## src/rtl/ps_pkg.sv

```systemverilog
package ps_pkg;

    // One candidate's shadow events in a single cycle
    typedef struct packed {
        logic miss;
        logic wb;
    } ps_event_t;

    // Cost added by one cycle of events: 0, 1 or 2
    function automatic logic [1:0] ps_weight(input ps_event_t ev);
        return {1'b0, ev.miss} + {1'b0, ev.wb};
    endfunction

    // Threshold value that belongs to a candidate index
    function automatic int ps_thr_of(input int idx, input int base, input int step);
        return base + idx * step;
    endfunction

endpackage

```

## src/rtl/ps_epoch_timer.sv

```systemverilog
module ps_epoch_timer #(
    parameter int EPOCH_LEN = 25000
) (
    input  logic clk,
    input  logic rst,
    input  logic acc_vld,
    output logic close
);
    localparam int ECNT_W = (EPOCH_LEN > 1) ? $clog2(EPOCH_LEN) : 1;
    localparam logic [ECNT_W-1:0] LAST = ECNT_W'(EPOCH_LEN - 1);

    logic [ECNT_W-1:0] cnt_q;

    assign close = acc_vld && (cnt_q == LAST);

    always_ff @(posedge clk) begin
        if (rst) begin
            cnt_q <= '0;
        end else if (close) begin
            cnt_q <= '0;
        end else if (acc_vld) begin
            cnt_q <= cnt_q + 1'b1;
        end
    end
endmodule

```

## src/rtl/ps_cost_counter.sv

```systemverilog
module ps_cost_counter
    import ps_pkg::*;
#(
    parameter int CNT_W = 16
) (
    input  logic             clk,
    input  logic             rst,
    input  logic             clr,
    input  ps_event_t        ev,
    output logic [CNT_W-1:0] cost_nxt
);
    localparam logic [CNT_W-1:0] CMAX = '1;

    logic [CNT_W-1:0] cost_q;
    logic [CNT_W:0]   sum;

    always_comb begin
        sum      = {1'b0, cost_q} + {{(CNT_W - 1){1'b0}}, ps_weight(ev)};
        cost_nxt = sum[CNT_W] ? CMAX : sum[CNT_W-1:0];
    end

    always_ff @(posedge clk) begin
        if (rst || clr) begin
            cost_q <= '0;
        end else begin
            cost_q <= cost_nxt;
        end
    end
endmodule

```

## src/rtl/ps_argmin.sv

```systemverilog
module ps_argmin #(
    parameter int NUM_CAND = 9,
    parameter int CNT_W    = 16,
    localparam int IDX_W   = (NUM_CAND > 1) ? $clog2(NUM_CAND) : 1
) (
    input  logic [NUM_CAND-1:0][CNT_W-1:0] cost,
    output logic [IDX_W-1:0]               win
);
    logic [CNT_W-1:0] best;

    always_comb begin
        best = cost[0];
        win  = '0;
        for (int i = 1; i < NUM_CAND; i++) begin
            if (cost[i] < best) begin
                best = cost[i];
                win  = IDX_W'(i);
            end
        end
    end
endmodule

```

## src/rtl/ps_policy_sel.sv

```systemverilog
module ps_policy_sel
    import ps_pkg::*;
#(
    parameter int NUM_CAND  = 9,
    parameter int EPOCH_LEN = 25000,
    parameter int CNT_W     = 16,
    parameter int THR_W     = 5,
    parameter int THR_BASE  = 4,
    parameter int THR_STEP  = 1,
    parameter int DEF_IDX   = 4,
    localparam int IDX_W    = (NUM_CAND > 1) ? $clog2(NUM_CAND) : 1
) (
    input  logic                clk,
    input  logic                rst,
    input  logic                acc_vld,
    input  logic [NUM_CAND-1:0] miss_ev,
    input  logic [NUM_CAND-1:0] wb_ev,
    output logic                epoch_end,
    output logic [IDX_W-1:0]    cand_sel,
    output logic [THR_W-1:0]    thr_sel
);
    logic                          close;
    logic [NUM_CAND-1:0][CNT_W-1:0] cost_nxt;
    logic [IDX_W-1:0]              win;

    ps_epoch_timer #(.EPOCH_LEN(EPOCH_LEN)) u_timer (
        .clk     (clk),
        .rst     (rst),
        .acc_vld (acc_vld),
        .close   (close)
    );

    for (genvar g = 0; g < NUM_CAND; g++) begin : g_cost
        ps_event_t ev;
        assign ev.miss = miss_ev[g];
        assign ev.wb   = wb_ev[g];
        ps_cost_counter #(.CNT_W(CNT_W)) u_cnt (
            .clk      (clk),
            .rst      (rst),
            .clr      (close),
            .ev       (ev),
            .cost_nxt (cost_nxt[g])
        );
    end

    ps_argmin #(.NUM_CAND(NUM_CAND), .CNT_W(CNT_W)) u_min (
        .cost (cost_nxt),
        .win  (win)
    );

    always_ff @(posedge clk) begin
        if (rst) begin
            cand_sel  <= IDX_W'(DEF_IDX);
            epoch_end <= 1'b0;
        end else begin
            epoch_end <= close;
            if (close) begin
                cand_sel <= win;
            end
        end
    end

    assign thr_sel = THR_W'(ps_thr_of(int'(cand_sel), THR_BASE, THR_STEP));
endmodule

```

## config.mk

```make
export PLATFORM = sky130hd
export DESIGN_NAME = ps_policy_sel
export DESIGN_NICKNAME = d
export VERILOG_FILES = /design/src/rtl/ps_pkg.sv /design/src/rtl/ps_epoch_timer.sv /design/src/rtl/ps_cost_counter.sv /design/src/rtl/ps_argmin.sv /design/src/rtl/ps_policy_sel.sv
export SDC_FILE = /design/constraint.sdc
export NUM_CORES = 1
export LEC_CHECK = 0
export ABC_CLOCK_PERIOD_IN_PS = 27000
export BUFFER_PORTS_ARGS = -buffer_cell sky130_fd_sc_hd__buf_2
export CORE_MARGIN = 5
export CORE_UTILIZATION = 45
export DETAILED_ROUTE_END_ITERATION = 7
export PLACE_DENSITY = 0.57
export SLEW_MARGIN = 0
export SYNTH_ARGS = -nofsm -noshare
export SYNTH_HDL_FRONTEND = slang
export SYNTH_SLANG_ARGS = --single-unit
```

## constraint.sdc

```tcl
create_clock -name clk -period 27 [get_ports clk]
set_clock_uncertainty 0.15 [all_clocks]
set_input_delay 5.4 -clock clk [delete_from_list [all_inputs] [get_ports clk]]
set_output_delay 5.4 -clock clk [all_outputs]
set_load 0.03 [all_outputs]
```

; Word level (Yosys, flattened, before mapping)
; Index checks and enable logic that the tools add are counted.
; W data, S select, Z words.
[classes]
add_sub_neg = 20
magnitude_cmp = 8
eq_ne = 1
n_mux = 24
reduce_logical = 3
[ops]
columns = operator, n
row1 = $mux W16, 16
row2 = $add A16 B2 Y17, 9
row3 = $lt A16 B16 Y1, 8
row4 = $add A1 B1 Y2, 9
row5 = $add A15 B1 Y15 const B, 1
row6 = $eq A15 B15 Y1 const B, 1
row7 = $mux W3, 4
row8 = $add A3 B4 Y5 const A, 1
row9 = $mux W2, 2
row10 = $mux W4, 1
row11 = $reduce_or A2 Y1, 1
row12 = $logic_and A1 B1 Y1, 1
row13 = $logic_or A1 B1 Y1, 1
row14 = $mux W1, 1
[totals]
register_bits = 164
in_bits = 21

; Logic depth before layout (Yosys ltp)
[logic_depth]
word_depth = 19
depth_mapped = 117
ltp_nobuf = 106

; Hierarchy
; A second synthesis with hierarchy kept.
[unflattened]
cells_unflattened = 1701
area_unflattened_um2 = 13790.7
[by_module_without_submodules]
columns = mod, instances, cells_per_inst, area_per_inst_um2, seq_area_each_um2
row1 = ps_cost_counter (g_cost[0].u_cnt ...), 7, 102, 859.6, 320.3
row2 = ps_argmin, 1, 686, 5059.9, 0.0
row3 = ps_cost_counter (g_cost[4].u_cnt ...), 2, 101, 909.6, 320.3
row4 = ps_epoch_timer, 1, 79, 689.4, 300.3
row5 = ps_policy_sel, 1, 20, 205.2, 100.1

; Worst setup path after synthesis
; OpenSTA, ideal clock, no wires.
[synth_timing]
path_type = input-to-reg
from = input miss_ev[0]
to = register cand_sel[2]
setup_ns = 0.115
arrival_time_ns = 24.051
required_time_ns = 26.735
setup_slack_ns = 2.684
cell_stages = 113
path_cell_list = inv_1 > fa_1 > inv_1 > ha_1 > nand3_1 > or3_1 > clkbuf_1 > nor2b_1 > clkbuf_1 > nor2_1 > ha_1 > a21oi_1 > o221ai_1 > a211oi_1 > o211ai_1 > clkbuf_1 > clkbuf_1 > o21ai_0 > [... 77 more ...] > nor2_4 > buf_6 > mux2i_1 > ha_1 > a21oi_1 > nor2b_1 > o21ai_0 > nand2b_1 > a21oi_1 > nor2b_1 > o21ai_0 > nand2b_1 > a21oi_1 > and4_1 > a22o_1 > a41oi_1 > o22ai_1 > o21ba_1
[synth_between]
elab_chain_len = 19
word_cells_on_any_way = 23
classes_between = add/sub (2) / order compare (8) / mux (13)
[synth_lines]
columns = item, line_no
row1 = "start, declared", ps_policy_sel.sv:16  ; input logic [NUM_CAND-1:0] miss_ev,
row2 = $add A1 B1 Y2 *, ps_pkg.sv:11  ; return {1'b0, ev.miss} + {1'b0, ev.wb};
row3 = $add A16 B2 Y17 *, ps_cost_counter.sv:18  ; sum = {1'b0, cost_q} + {{(CNT_W - 1){1'b0}}, ps_weight(ev)};
row4 = $mux W16 *, ps_cost_counter.sv:19  ; cost_nxt = sum[CNT_W] ? CMAX : sum[CNT_W-1:0];
row5 = $lt A16 B16 Y1, ps_argmin.sv:15  ; if (cost[i] < best) begin
row6 = $mux W16 *, ps_argmin.sv:15
row7 = $lt A16 B16 Y1, ps_argmin.sv:15
row8 = $mux W16 *, ps_argmin.sv:15
row9 = $lt A16 B16 Y1, ps_argmin.sv:15
row10 = [... 3 more ...], n/a
row11 = $lt A16 B16 Y1, ps_argmin.sv:15
row12 = $mux W16, ps_argmin.sv:15
row13 = $lt A16 B16 Y1, ps_argmin.sv:15
row14 = $mux W16, ps_argmin.sv:15
row15 = $lt A16 B16 Y1, ps_argmin.sv:15
row16 = $mux W16, ps_argmin.sv:15
row17 = $lt A16 B16 Y1, ps_argmin.sv:15
row18 = $mux W4 *, ps_argmin.sv:15
row19 = "end signal, assigned", ps_policy_sel.sv:53  ; cand_sel <= IDX_W'(DEF_IDX);
row20 = "end signal, assigned", ps_policy_sel.sv:58  ; cand_sel <= win;
row21 = "end, declared", ps_policy_sel.sv:19  ; output logic [IDX_W-1:0] cand_sel,
; Every way passes the cells marked *; elsewhere a longest branch is shown, timed or not.
; A chain may end at the register's enable or synchronous reset.

; Final worst setup path
; Ends and elaborated chain as after synthesis.

==> insert_results.sql <==
INSERT INTO impl_metrics (metric_group, metric, value, unit) VALUES
('outcome', 'result_of_the_run', 'complete, no violations', ''),
('synthesis', 'postSynth.asyncResetShare', '0', '%'),
('placement', 'portBuffers', '30', ''),
('route', 'detail_route.iter0.violations', '685', ''),
('route', 'wl_per_cell', '15.9', 'um'),
('worst_setup_path', 'timing.critical_path.fanout_max', '24', ''),
('clocking', 'clock_path_buffers', '2', ''),
('clocking', 'tritoncts_num_sinks', '164', ''),
('layout', 'antennaDiodeCount', '0', ''),
('sta', 'maxSlewViolCount', '0', ''),
('sta', 'setup_viol', '0', ''),
('synthesis', 'synth-edff-count', '0', ''),
('floorplan', 'io_pins', '31', ''),
('synthesis', 'ys_warn_count', '0', ''),
('synthesis', 'synth.cell_area', '0.0125', 'mm2'),
('sta', 'hold_viol', '0', ''),
('worst_setup_path', 'worst_path_most_repeated_cell', 'a21oi_1', ''),
('layout', 'drive_above_1_share', '6.82', '%'),
('synthesis', 'syn-num-nets', '1795', ''),
('floorplan', 'fp.dieH', '177', 'um'),
('clocking', 'cts_max_level', '4', ''),
('placement', 'hpwlAfterDp', '25.3', 'mm'),
('clocking', 'postCtsHoldBufs', '0', ''),
('clocking', 'clock_tree_root_driver_cell', 'clkbuf_16', ''),
('layout', 'filler_cell_count', '2779', ''),
('synthesis', 'synth-seq-cells', '164', ''),
('synthesis', 'post_synth_main_area_contributors', 'dfxtp_1 (26%), ha_1 (12%), nand2_1 (6.3%)', ''),
('sta', 'tightestPinTransition', '0.987', 'ns'),
('worst_setup_path', 'crit_path_start_kind', 'input pin', ''),
('worst_setup_path', 'crit_path_max_incr_delay', '0.67', 'ns'),
('worst_setup_path', 'cp.required', '27.18', 'ns'),
('global_route', 'grt_antenna_before_repair', '0', ''),
('worst_setup_path', 'endpoint_kind', 'register', ''),
('worst_setup_path', 'crit_slowest_cell', 'or4_1', ''),
('layout', 'mostFrequentLayoutCells', 'nand2_1 (209), nor2_1 (183), dfxtp_1 (164)', ''),
('layout', 'commonest_non_fill_non_tap_cell_in_the_layout', 'nand2_1', ''),
('synthesis', 'post_synth.cell_area_avg', '7.62', 'um2'),
('placement', 'globalplace.congestion', '0.931', ''),
('global_route', 'wire_length_of_the_first_global_routing_pass', '53.0', 'mm'),
('layout', 'fin_nets', '1798', ''),
('route', 'postRouteWirelength', '32.3', 'mm'),
('route', 'detail_route.drc_violations', '0', ''),
('route', 'num_vias', '11095', ''),
('route', 'avgViaCountPerCell', '5.45', ''),
('route', 'drt.antenna.violating_nets', '0', ''),
('sta', 'fmax', '39.8', 'MHz'),
('synthesis', 'synth_largest_type_area_fraction', '26.3', '%'),
('floorplan', 'fp.dieArea', '0.0312', 'mm2'),
('floorplan', 'placeable_core_region', '0.0276', 'mm2'),
('sta', 'final.period_utilization', '93.1', '%'),
('synthesis', 'post-synth-top-area-cell', 'dfxtp_1', ''),
('layout', 'multi_input_comb_area', '0.00860', 'mm2'),
('floorplan', 'initial_core_utilization', '45.3', '%'),
('clocking', 'clock_insertion_delay_worst_skew', '0.44', 'ns'),
('worst_setup_path', 'path_class', 'input pin to register', ''),
('global_route', 'vias_in_the_first_global_route', '10501', ''),
('sta', 'finalSetupTns', '0', 'ns'),
('floorplan', 'chipWidth', '177', 'um'),
('global_route', 'grt_use_total', '21.0', '%'),
('clocking', 'path_clk_slew', '0.07', 'ns'),
('global_route', 'pin_count_of_the_biggest_net_entering_global_routing', '73', ''),
('worst_hold_path', 'hold_path_class', 'register to register', ''),
('worst_setup_path', 'worstPathArrival', '25.32', 'ns'),
('floorplan', 'rows', '61', ''),
('synthesis', 'synthCells', '1642', ''),
('sta', 'final.min_clock_period', '25.14', 'ns'),
('layout', 'area_growth', '8.57', '%'),
('sta', 'timing.max_slew.rel_slack', '34.0', '%'),
('clocking', 'tritoncts_clock_tree', 'yes', ''),
('job', 'drv.max_cap_violation_count', '0', ''),
('global_route', 'globalRoute.totalOverflow', '0', ''),
('synthesis', 'yosys.cell_types.count', '75', ''),
('sta', 'rsz0062_at_grt', 'false', ''),
('clocking', 'tritoncts.num_buffers', '17', ''),
('route', 'first_pass_iters', '5', ''),
('layout', 'ff_latch_area', '0.00328', 'mm2'),
('synthesis', 'synth_sequential_area_ratio', '26.3', '%'),
('synthesis', 'dominantRegCellSynth', 'dfxtp_1', '');
[path summary, 6_finish.rpt]
path              depth (start not counted)                                  from  slack (ns)                             to
setup / recovery                         99                            miss_ev[0]        1.86       cand_sel[2]$_SDFFE_PP1P_
setup reg to reg                         98  g_cost[0].u_cnt.cost_q[0]$_SDFF_PP0_        6.63       cand_sel[2]$_SDFFE_PP1P_
hold / removal                            2         u_timer.cnt_q[1]$_SDFFE_PP0P_        0.39  u_timer.cnt_q[1]$_SDFFE_PP0P_
hold reg to reg                           2         u_timer.cnt_q[1]$_SDFFE_PP0P_        0.39  u_timer.cnt_q[1]$_SDFFE_PP0P_
[repair_timing]
item | 4_1_cts | 5_1_grt
endpoints found under the setup margin | 0 | 4
buffers inserted | 0 | 6
gates resized for setup | 0 | 5
[per-stage QoR]
stage	area [um2]	worst slack, ns	utilization, %	hold slack, ns	cells
after floorplan	12500	2.68	-	0.337	1642
after global placement	12900	0.850	46.8	0.369	1997
after detailed placement	12900	0.307	46.8	0.378	1997
after CTS	13500	0.731	48.9	0.396	2028
after global routing	13600	0.106	49.1	0.420	2035
final	13600	1.86	49.1	0.389	2035
[sequential cells by signal (all words and copies together), names as in the netlist]
register,flops
u_timer.cnt_q,15
epoch_end,1
g_cost.u_cnt.cost_q,144
cand_sel,4
[Yosys cell counts, types with 3 or more instances]
master / instances
a2111oi_0: 3
a211o_1: 3
a211oi_1: 4
a21boi_0: 3
a21o_1: 25
a21oi_1: 151
a31o_2: 4
a31oi_1: 6
a41oi_1: 7
and2_1: 40
and3_1: 31
and4_1: 18
buf_1: 4
buf_2: 5
buf_4: 3
clkbuf_1: 48
dfxtp_1: 164
fa_1: 9
ha_1: 123
inv_1: 102
mux2_1: 3
mux2_2: 18
mux2i_1: 32
nand2_1: 209
nand2b_1: 19
nand3_1: 72
nand3b_1: 3
nand4_1: 40
nand4b_1: 3
nor2_1: 184
nor2b_1: 18
nor3_1: 19
nor4_1: 4
o211ai_1: 9
o21a_1: 12
o21ai_0: 70
o21ai_1: 4
o31ai_1: 6
or3_1: 10
or4_1: 3
xnor2_1: 39
xor2_1: 64
[area by class of cell]
| class | instances | area share (%) |
|---|---|---|
| clock buffer | 21 | 3.39 |
| clock inverter | 10 | 0.737 |
| inverter | 102 | 2.82 |
| multi-input combinational | 1315 | 63.4 |
| sequential | 164 | 24.2 |
| tap | 378 | 3.48 |
| timing repair buffer | 45 | 2.03 |
[routing by layer]
layer / vias to the layer above / global-route usage [%] / routed length [um]
li1: 5756 / - / -
met1: 5135 / 28.9 / 16000
met4: 0 / 7.93 / 994
met3: 55 / 2.80 / 970
met2: 149 / 33.4 / 14400
met5: - / 0 / 0
[critical path: cells and delay by family]
family / cells / cell delay [ns]
AOI/OAI and AO/OA: 49 / 9.98
buffers and inverters: 10 / 1.42
adders and majority gates: 10 / 3.17
and+or+nand+nor: 28 / 4.72
muxes: 2 / 0.67
[logic make-up (layout without fill, tap and decap cells)]
kind of cell | after synthesis | in the layout | share of synthesized area [%]
compound gates | 340 | 340 | 16.9
xor+xnor | 104 | 104 | 7.34
fa+ha+maj | 133 | 133 | 13.8
buf+inv | 164 | 178 | 5.18
flops | 164 | 164 | 26.3
mux | 53 | 53 | 4.45
simple gates | 684 | 685 | 26.1
Power is left out: the tool's default activity adds up to more than one toggle a clock period on the data nets, which glitch-free logic cannot reach.
